<file path="config.mk">
export PLATFORM = sky130hd
export DESIGN_NAME = kbd_rx_engine
export DESIGN_NICKNAME = d
export VERILOG_FILES = /design/src/rtl/kbd_rx_pkg.sv /design/src/rtl/kbd_sync_chain.sv /design/src/rtl/kbd_frame_shift.sv /design/src/rtl/kbd_rx_timer.sv /design/src/rtl/kbd_rx_engine.sv
export SDC_FILE = /design/constraint.sdc
export NUM_CORES = 1
export LEC_CHECK = 0
export ABC_AREA = 1
export BUFFER_PORTS_ARGS = -buffer_cell sky130_fd_sc_hd__buf_2
export CAP_MARGIN = 15
export CORE_AREA = 2 2 60 118
export DETAILED_ROUTE_END_ITERATION = 10
export DIE_AREA = 0 0 62 120
export GPL_ROUTABILITY_DRIVEN = 1
export GPL_TIMING_DRIVEN = 1
export SLEW_MARGIN = 25
export SYNTH_ARGS = -nofsm -noshare
export SYNTH_HDL_FRONTEND = slang
export SYNTH_SLANG_ARGS = --single-unit
export TNS_END_PERCENT = 30
</file>
<file path="constraint.sdc">
create_clock -name clk -period 4.9 [get_ports clk]
set_clock_uncertainty 0.1 [all_clocks]
set_input_delay 0 -clock clk [delete_from_list [all_inputs] [get_ports clk]]
set_output_delay 0 -clock clk [all_outputs]
set_load 0.01 [all_outputs]
</file>
<file path="src/rtl/kbd_rx_pkg.sv">
package kbd_rx_pkg;
  localparam int DATA_W     = 8;
  localparam int FRAME_TAIL = DATA_W + 2;

  typedef enum logic [1:0] {
    RX_IDLE  = 2'd0,
    RX_SHIFT = 2'd1,
    RX_HOLD  = 2'd2
  } rx_state_e;

  localparam logic [DATA_W-1:0] ERR_CODE = '1;

  function automatic logic parity_ok(input logic [DATA_W:0] v);
    return ^v;
  endfunction
endpackage

</file>
<file path="src/rtl/kbd_sync_chain.sv">
module kbd_sync_chain #(
  parameter int              WIDTH   = 2,
  parameter int              STAGES  = 2,
  parameter logic [WIDTH-1:0] RST_VAL = '1
) (
  input  logic             clk,
  input  logic             rst_n,
  input  logic [WIDTH-1:0] din,
  output logic [WIDTH-1:0] dout
);
  logic [STAGES-1:0][WIDTH-1:0] stg_d;
  logic [STAGES-1:0][WIDTH-1:0] stg_q;

  generate
    for (genvar s = 0; s < STAGES; s++) begin : g_stage
      if (s == 0) begin : g_first
        assign stg_d[s] = din;
      end else begin : g_rest
        assign stg_d[s] = stg_q[s-1];
      end
    end
  endgenerate

  always_ff @(posedge clk or negedge rst_n) begin
    if (!rst_n) stg_q <= {STAGES{RST_VAL}};
    else        stg_q <= stg_d;
  end

  assign dout = stg_q[STAGES-1];
endmodule

</file>
<file path="src/rtl/kbd_frame_shift.sv">
module kbd_frame_shift
  import kbd_rx_pkg::*;
#(
  parameter int NBITS = FRAME_TAIL
) (
  input  logic             clk,
  input  logic             rst_n,
  input  logic             clear,
  input  logic             shift_en,
  input  logic             bit_in,
  output logic [NBITS-1:0] frame_d,
  output logic             last
);
  localparam int CNT_W = $clog2(NBITS + 1);

  logic [CNT_W-1:0] cnt_q, cnt_d;
  logic [NBITS-1:0] sh_q, sh_d;

  // new bit enters at the top; after NBITS shifts the first bit sits at 0
  assign frame_d = {bit_in, sh_q[NBITS-1:1]};
  assign last    = shift_en && (cnt_q == CNT_W'(NBITS - 1));

  always_comb begin
    cnt_d = cnt_q;
    sh_d  = sh_q;
    if (clear) begin
      cnt_d = '0;
      sh_d  = '0;
    end else if (shift_en) begin
      cnt_d = cnt_q + 1'b1;
      sh_d  = frame_d;
    end
  end

  always_ff @(posedge clk or negedge rst_n) begin
    if (!rst_n) begin
      cnt_q <= '0;
      sh_q  <= '0;
    end else begin
      cnt_q <= cnt_d;
      sh_q  <= sh_d;
    end
  end
endmodule

</file>
<file path="src/rtl/kbd_rx_timer.sv">
module kbd_rx_timer #(
  parameter int LIMIT = 100000
) (
  input  logic clk,
  input  logic rst_n,
  input  logic run,
  output logic expired
);
  localparam int CNT_W = $clog2(LIMIT + 1);

  logic [CNT_W-1:0] cnt_q, cnt_d;

  assign expired = (cnt_q == CNT_W'(LIMIT));

  always_comb begin
    if (!run)         cnt_d = '0;
    else if (expired) cnt_d = cnt_q;
    else              cnt_d = cnt_q + 1'b1;
  end

  always_ff @(posedge clk or negedge rst_n) begin
    if (!rst_n) cnt_q <= '0;
    else        cnt_q <= cnt_d;
  end
endmodule

</file>
<file path="src/rtl/kbd_rx_engine.sv">
module kbd_rx_engine
  import kbd_rx_pkg::*;
#(
  parameter int MS_CYCLES   = 50000,
  parameter int FRAME_MS    = 2,
  parameter int SYNC_STAGES = 2
) (
  input  logic              clk,
  input  logic              rst_n,
  input  logic              kbd_clk_i,
  input  logic              kbd_dat_i,
  output logic              kbd_clk_oe,
  input  logic              buf_take,
  output logic [DATA_W-1:0] rx_byte,
  output logic              rx_valid,
  output logic              err_parity,
  output logic              err_timeout,
  output logic              resend_req
);
  localparam int TMO_LIMIT = MS_CYCLES * FRAME_MS;

  // reset: asserted asynchronously, released on a clock edge
  logic [1:0] rst_pipe_q;
  logic       rst_int_n;

  always_ff @(posedge clk or negedge rst_n) begin
    if (!rst_n) rst_pipe_q <= 2'b00;
    else        rst_pipe_q <= {rst_pipe_q[0], 1'b1};
  end
  assign rst_int_n = rst_pipe_q[1];

  // line synchronizers and falling-edge detect
  logic [1:0] lines_s;
  logic       clk_s, dat_s, clk_prev_q, fall;

  kbd_sync_chain #(
    .WIDTH  (2),
    .STAGES (SYNC_STAGES),
    .RST_VAL(2'b11)
  ) u_sync (
    .clk  (clk),
    .rst_n(rst_int_n),
    .din  ({kbd_dat_i, kbd_clk_i}),
    .dout (lines_s)
  );

  assign clk_s = lines_s[0];
  assign dat_s = lines_s[1];

  always_ff @(posedge clk or negedge rst_int_n) begin
    if (!rst_int_n) clk_prev_q <= 1'b1;
    else            clk_prev_q <= clk_s;
  end
  assign fall = clk_prev_q & ~clk_s;

  // state
  rx_state_e         state_q, state_d;
  logic              full_q, full_d;
  logic [DATA_W-1:0] byte_q, byte_d;
  logic              perr_q, perr_d;
  logic              tmo_q, tmo_d;
  logic              retry_q, retry_d;
  logic              resend_q, resend_d;

  // frame shifter and timer
  logic [FRAME_TAIL-1:0] frame_d;
  logic                  frame_last, shift_en, tmr_exp, in_shift;
  logic [DATA_W-1:0]     f_data;
  logic                  f_par, f_stop;

  assign in_shift = (state_q == RX_SHIFT);
  assign shift_en = fall && in_shift;

  kbd_frame_shift #(
    .NBITS(FRAME_TAIL)
  ) u_shift (
    .clk     (clk),
    .rst_n   (rst_int_n),
    .clear   (!in_shift),
    .shift_en(shift_en),
    .bit_in  (dat_s),
    .frame_d (frame_d),
    .last    (frame_last)
  );

  kbd_rx_timer #(
    .LIMIT(TMO_LIMIT)
  ) u_timer (
    .clk    (clk),
    .rst_n  (rst_int_n),
    .run    (in_shift),
    .expired(tmr_exp)
  );

  assign f_data = frame_d[DATA_W-1:0];
  assign f_par  = frame_d[DATA_W];
  assign f_stop = frame_d[DATA_W+1];

  // next state
  always_comb begin
    state_d  = state_q;
    full_d   = full_q;
    byte_d   = byte_q;
    perr_d   = perr_q;
    tmo_d    = tmo_q;
    retry_d  = retry_q;
    resend_d = 1'b0;
    unique case (state_q)
      RX_IDLE: begin
        if (fall && !dat_s) state_d = RX_SHIFT;
      end
      RX_SHIFT: begin
        if (tmr_exp) begin
          state_d = RX_HOLD;
          full_d  = 1'b1;
          byte_d  = ERR_CODE;
          perr_d  = 1'b0;
          tmo_d   = 1'b1;
          retry_d = 1'b0;
        end else if (frame_last) begin
          if (!f_stop) begin
            state_d = RX_HOLD;
            full_d  = 1'b1;
            byte_d  = ERR_CODE;
            perr_d  = 1'b0;
            tmo_d   = 1'b1;
            retry_d = 1'b0;
          end else if (!parity_ok({f_par, f_data})) begin
            if (!retry_q) begin
              state_d  = RX_IDLE;
              retry_d  = 1'b1;
              resend_d = 1'b1;
            end else begin
              state_d = RX_HOLD;
              full_d  = 1'b1;
              byte_d  = ERR_CODE;
              perr_d  = 1'b1;
              tmo_d   = 1'b0;
              retry_d = 1'b0;
            end
          end else begin
            state_d = RX_HOLD;
            full_d  = 1'b1;
            byte_d  = f_data;
            perr_d  = 1'b0;
            tmo_d   = 1'b0;
            retry_d = 1'b0;
          end
        end
      end
      RX_HOLD: begin
        if (buf_take) begin
          state_d = RX_IDLE;
          full_d  = 1'b0;
        end
      end
      default: state_d = RX_IDLE;
    endcase
  end

  // registers
  always_ff @(posedge clk or negedge rst_int_n) begin
    if (!rst_int_n) begin
      state_q  <= RX_IDLE;
      full_q   <= 1'b0;
      byte_q   <= '0;
      perr_q   <= 1'b0;
      tmo_q    <= 1'b0;
      retry_q  <= 1'b0;
      resend_q <= 1'b0;
    end else begin
      state_q  <= state_d;
      full_q   <= full_d;
      byte_q   <= byte_d;
      perr_q   <= perr_d;
      tmo_q    <= tmo_d;
      retry_q  <= retry_d;
      resend_q <= resend_d;
    end
  end

  assign kbd_clk_oe  = (state_q == RX_HOLD);
  assign rx_valid    = full_q;
  assign rx_byte     = byte_q;
  assign err_parity  = perr_q;
  assign err_timeout = tmo_q;
  assign resend_req  = resend_q;

  // checks on the guarded logic
  a_r3_full_holds_clock: assert property (@(posedge clk) disable iff (!rst_int_n)
    rx_valid |-> kbd_clk_oe);

  a_r3_take_releases: assert property (@(posedge clk) disable iff (!rst_int_n)
    (rx_valid && buf_take) |=> (!rx_valid && !kbd_clk_oe));

  a_r4_resend_single_cycle: assert property (@(posedge clk) disable iff (!rst_int_n)
    resend_req |=> !resend_req);

  a_r5_retry_armed_after_resend: assert property (@(posedge clk) disable iff (!rst_int_n)
    resend_req |-> (retry_q && state_q == RX_IDLE));

  a_r6_err_code_on_error: assert property (@(posedge clk) disable iff (!rst_int_n)
    (rx_valid && (err_parity || err_timeout)) |-> (rx_byte == ERR_CODE));

  a_r6_timeout_leaves_shift: assert property (@(posedge clk) disable iff (!rst_int_n)
    tmr_exp |=> (state_q != RX_SHIFT));

  a_r8_no_start_on_high_data: assert property (@(posedge clk) disable iff (!rst_int_n)
    (state_q == RX_IDLE && fall && dat_s) |=> (state_q == RX_IDLE));
endmodule

</file>
Word-level counts from Yosys, hierarchy flattened. Cells that the tools add are included.

Register bits: 53. Bits of input ports: 5. Word-level logic and storage cells: 84. Output and inout bits: 13.

Bitwise operators: 2. Reductions and logical operators: 12. Muxes and demuxes: 43. Equality and inequality tests: 11. Add/subtract/negate cells: 2.

Operators by type and width (number): two-way mux 8 bit (5); two-way mux 17 bit (2); two-way mux 1 bit (23); two-way mux 10 bit (2); adder 17 x 1 -> 17 bit, second input constant (1); equality test 17 bit, second input constant (1); two-way mux 2 bit (7); parity 9 bit (1); two-way mux 4 bit (2); one-hot mux 2 bit (3 select lines) (1); AND reduction 3 bit (2); != test 5 bit, second input constant (1); adder 4 x 1 -> 4 bit, second input constant (1); equality test 4 bit, second input constant (1); != test 2 x 1 -> 1 bit, second input constant (2); != test 2 bit, second input constant (2); != test 4 bit, second input constant (1); AND reduction 4 bit (1); nonzero test 2 bit (2); logical AND 1 bit (3); != test 3 bit, second input constant (1); equality test 2 x 1 -> 1 bit, second input constant (1); equality test 2 bit, second input constant (1); zero test 2 bit (1); 5 further kinds (5).

Depth between registers and ports, before layout.
Word-level depth: 7. Gate-level depth with buffers: 13. Depth with buffers taken out: 13.

Modules after synthesis. Synthesis repeated with hierarchy kept, for this count alone.

Cells, all modules: 359. Area total of the unflattened synthesis: 2892.8 um2.

By module, submodules not included: kbd_rx_engine (area an instance 1127.3 um2, cells an instance 140, instances 1); kbd_rx_timer (area an instance 1092.3 um2, cells an instance 158, instances 1); kbd_frame_shift (area an instance 568.0 um2, cells an instance 57, instances 1); kbd_sync_chain (area an instance 105.1 um2, cells an instance 4, instances 1).

Least setup slack after synthesis. Ideal clock, no wire load.

Path kind: register -> register. Start: register state_q[1]. End: register state_q[1]. Slack: 3188 ps. Stages on the path, launching flop included: 13. Period minus slack after synthesis: 1712 ps. Data required time: 4682 ps. Library setup time: 118 ps. Data arrival time: 1494 ps. Path through: dfrtp_1 inv_1 ha_1 buf_4 inv_2 nor2_1 nand4_1 nand3_2 o21ai_2 a21oi_4 inv_1 nand2_1 nand2_1.

Cells in the longest elaborated chain, start to end: 5. Elaborated cells between the ends (all ways): 10.

Ends and longest elaborated chain: start, declared (RTL line kbd_rx_engine.sv:57) `rx_state_e state_q, state_d;`; start signal, assigned (RTL line kbd_rx_engine.sv:172) `state_q <= state_d;`; equality test 2 x 1 -> 1 bit (RTL line kbd_rx_engine.sv:71, kbd_rx_engine.sv:108); logical AND 1 bit (RTL line kbd_rx_engine.sv:72) `assign shift_en = fall && in_shift;`; logical AND 1 bit (RTL line kbd_frame_shift.sv:21) `assign last = shift_en && (cnt_q == CNT_W'(NBITS - 1));`; != test 3 bit (no source line); AND reduction 3 bit (no source line).

Parallel ways exist; a longest one is shown, timed or not. A chain may end at the register's enable or synchronous reset.

Final worst setup path.
Start: register state_q[1]. End: register perr_q, in the netlist err_parity.

Cells in the longest elaborated chain, start to end: 5.

Ends and longest elaborated chain: equality test 2 x 1 -> 1 bit * (RTL line kbd_rx_engine.sv:71, kbd_rx_engine.sv:108); logical AND 1 bit (RTL line kbd_rx_engine.sv:72); logical AND 1 bit (RTL line kbd_frame_shift.sv:21); nonzero test 2 bit (no source line); AND reduction 3 bit (no source line) *; end signal, assigned (RTL line kbd_rx_engine.sv:175) `perr_q <= perr_d;`; end, declared (RTL line kbd_rx_engine.sv:60) `logic perr_q, perr_d;`.

Mark *: on every way between the ends. The rest lies on a longest branch, timed or not.

==> impl_results.md <==
* Register share of total power at ~43%
* Slowest stage cell, crit path: ha_1
* Startpoint type of the worst setup path: flip-flop
* Mux cell area share after synthesis at 0%
* Pwr Density at around 380 mW/mm^2
* Worst endpoint data arrival time at around 2.5 ns
* Xor and xnor area share after synthesis at 1.39%
* Simple-gate share of the synthesized area at between 20% and 30%
* Share of layout cells above drive strength 1 at ~18%
* Max FO, Critical Path at 18
* Sw Share at 29.9%
* Synth warn at 0
* Synth top area share at 46.8%
* Synth Area in Compound Gates at just under 9%
* CTS buffer count at 5
* Largest net degree at the start of global routing at 51
* Syn Std Cell Area at roughly 0.0025 mm^2
* Slew Limit Fails at 0
* Syn Nets at ~300
* Fin util at 44.0%
* Max VDD drop at 0.171 mV
* CTS clk-pin slew, worst paths at 0.07 ns
* Die span in x at between 60 and 70 um
* Die H at roughly 120 um
* Net Switching at ~0.33 mW
* First-pass GRT wire length at 8570 um
* LEAKAGE at ~1.4 nW
* DR vias at 1,941
* Post-synth EDFFs at 0
* Status: completed
* Grt total ovfl at 0
* Initial antenna violation count at 0
* Placer congestion estimate at 0.804
* RSZ-0062 raised after global routing: no
* Post-synth ARST share at between 90% and 100%
* Fmax at roughly 420 MHz
* Worst-margin pin slew at between 0.6 and 0.7 ns
* Core Footprint at 0.00657 mm^2
* Synth unique cells at 32
* Ranking of synthesized cells by area: dfrtp_1 47%, nand2_1 10%, dfstp_2 5.2%
* CP most frequent cell: nand2_1
* Starting DRT DRC Count at 65
* H-Tree Depth at 2
* IO Port Bufs at 17
* Longest Clk Path Bufs at 2
* Ant diodes at 0
* Setup violators final at 0
* Vias in the first global route at approximately 2,000
* Syn Inst Count at 292
* Largest family of logic cells by synthesized area: simple AND/OR/NAND/NOR gates
* DP HPWL at between 3000 and 4000 um
* Area growth, synth to finish at 15.0%
* Critical path class: reg -> reg
* DR WL/cell at approximately 12 um
* Clock root buffer master: clkbuf_16
* Combinational Power Share at a little over a fifth
* Die area at 0.00744 mm^2
* Tmin final at 2.39 ns
* Synth Flop Type: dfrtp_1
* Synth area leader: dfrtp_1
* Synthesized flop and latch total at 52
* Max stage delay on crit path at approximately 0.55 ns
* Resize count post-CTS at 0
* Worst endpoint required time at between 5 and 6 ns
* Critical path capture point type: flip-flop
* Fin crit share at just under 50%
* TNS Setup at 0 ns
* Sink Count at 52
* Cell family with most CP delay: simple AND/OR/NAND/NOR gates
* CP bufs+invs at 3
* Hold_ws at 0.0136 ns
* Avg Inst Size Synth at between 8 and 9 um^2
* Initial core utilization at 38.3%
* Post-CTS Setup Bufs at 0
* Max Cap Viol at 0
* Final wirelength at 4960 um
* Post-synthesis sequential area ratio at 52.0%
* DRT Pass-1 Iters at 4
* Clock power frac at 35.9%
* Total GRT Usage at roughly 15%
* # IOs at 18
* Via density at about 4.8
* Hold Vio Cnt, Final at 0
* Slew HR at 58.5%
* Antenna-violating nets left at 0
* CP Cell Sequence: inv_1 -> ha_1 -> inv_2 -> nor2_1 -> nand4_1 -> nand2_1 -> nand2_2 -> inv_2 -> nand2_1 -> nand2_1
* CTS tree: built
* Hold WC Path Type: in -> reg
* Row cnt at 42
* Clock Latency Late Sink at approximately 0.29 ns
* Final net count at roughly 330
* Post-synthesis adder-cell area fraction at under 10%
* Int Power at slightly below 0.8 mW
* Remaining DRCs at 0
per-layer routing:
metal	share of wire, %	GRT usage, %
met3	2.3	2.91
met1	37	14.1
met2	57	28.5
met5	0	0
met4	3.8	9.31
logic make-up (layout without fill, tap and decap cells):
| group | after synthesis | after routing |
|---|---|---|
| compound gates | 37 | 37 |
| xor+xnor | 4 | 4 |
| fa+ha+maj | 7 | 7 |
| buf+inv | 49 | 74 |
| flops | 52 | 52 |
| other cells | 1 | 1 |
| simple gates | 142 | 142 |
flip-flops by register name (all words and copies together) (netlist names):
name / flops
u_timer.cnt_q: 17
u_shift.sh_q: 9
rx_byte: 8
u_shift.cnt_q: 4
rst_pipe_q: 2
state_q: 2
u_sync.dout: 2
u_sync.stg_d: 2
clk_prev_q: 1
err_parity: 1
err_timeout: 1
resend_req: 1
retry_q: 1
rx_valid: 1
path summary, 6_finish.rpt:
path	start	end	slack (ns)	cells past startpoint
min in group asynchronous	rst_pipe_q[1]	u_shift.sh_q[6]	0.27	1
setup reg to reg	state_q[1]	err_parity	2.51	10
hold reg to reg	rst_pipe_q[0]	rst_pipe_q[1]	0.25	0
max in group asynchronous	rst_pipe_q[1]	u_timer.cnt_q[2]	4.01	1
setup / recovery	state_q[1]	err_parity	2.51	10
hold / removal	buf_take	state_q[0]	0.01	4
repair_timing:
action,4_1_cts,5_1_grt
hold buffers,4,0
hold endpoints to repair,4,0
endpoints found under the setup margin,0,0
Yosys cell counts (2+ instances only):
cell type / count
nor3_1: 7
nand3_2: 5
ha_1: 7
nand2_1: 69
a211oi_1: 2
inv_2: 10
xor2_1: 2
clkinv_1: 2
dfstp_2: 5
nand3_1: 11
o21ai_0: 12
o21ai_1: 2
o22ai_1: 9
a21oi_1: 9
nor2_1: 29
buf_6: 2
nand4_1: 11
inv_1: 32
nand2_2: 6
dfrtp_1: 47
xnor2_1: 2
power by group through the flow:
| stage | sequential [mW] | combinational, mW | clock (mW) |
|---|---|---|---|
| after detailed placement | 0.486 | 0.235 | 0 |
| after CTS | 0.478 | 0.239 | 0.416 |
| final | 0.478 | 0.234 | 0.398 |
| after global routing | 0.481 | 0.270 | 0.430 |
| after floorplan | 0.488 | 0.177 | 0 |
| after global placement | 0.485 | 0.228 | 0 |
through the flow:
stage	area [um^2]	power [mW]	setup slack [ns]	cells
finish	2890	1.11	2.51	405
global route	2890	1.18	2.17	405
CTS	2890	1.13	2.47	405
detailed placement	2680	0.720	2.49	393
global placement	2680	0.713	2.58	393
floorplan	2510	0.664	3.19	292
area by class of cell:
type,instances,area [um^2]
Clock inverter,3,46.3
Multi-Input combinational cell,191,1000
Sequential cell,52,1310
Tap cell,88,110
Timing Repair Buffer,22,133
Fill cell,673,3680
Clock buffer,5,125
Inverter,44,165
worst min-delay path, stage by stage:
cell and delay (ns):
buf_2 0.08, o21ai_2 0.07, a21oi_4 0.14, o21ai_1 0.07
layout by cell type, fill, tap and decap left out:
| cell type | netlist | final |
|---|---|---|
| buf_4 | 1 | 1 |
| clkbuf_16 | 0 | 5 |
| clkinvlp_4 | 0 | 1 |
| a211oi_1 | 2 | 2 |
| nor4_1 | 1 | 1 |
| conb_1 | 1 | 1 |
| nand2_1 | 69 | 69 |
| bufinv_16 | 0 | 1 |
| buf_2 | 1 | 17 |
| inv_1 | 32 | 32 |
| dlygate4sd3_1 | 0 | 4 |
| o21ai_0 | 12 | 12 |
| inv_6 | 0 | 1 |
| a31oi_1 | 1 | 1 |
| o21ai_2 | 1 | 1 |
| nand2_4 | 1 | 1 |
| nand4_1 | 11 | 11 |
| clkinv_1 | 2 | 2 |
| ha_1 | 7 | 7 |
| a21oi_4 | 1 | 1 |
| inv_2 | 10 | 10 |
| nand3_1 | 11 | 11 |
| nor2_1 | 29 | 29 |
| dfrtp_2 | 0 | 1 |
| o21ai_1 | 2 | 2 |
| nor4_4 | 1 | 1 |
| a21oi_1 | 9 | 9 |
| nor3_1 | 7 | 7 |
| dfstp_2 | 5 | 5 |
| nand3_2 | 5 | 5 |
| nor2_2 | 1 | 1 |
| o22ai_1 | 9 | 9 |
| nand2_2 | 6 | 6 |
| dfrtp_1 | 47 | 46 |
| xnor2_1 | 2 | 2 |
| xor2_1 | 2 | 2 |
No activity file was read; power rests on OpenSTA's default activity.
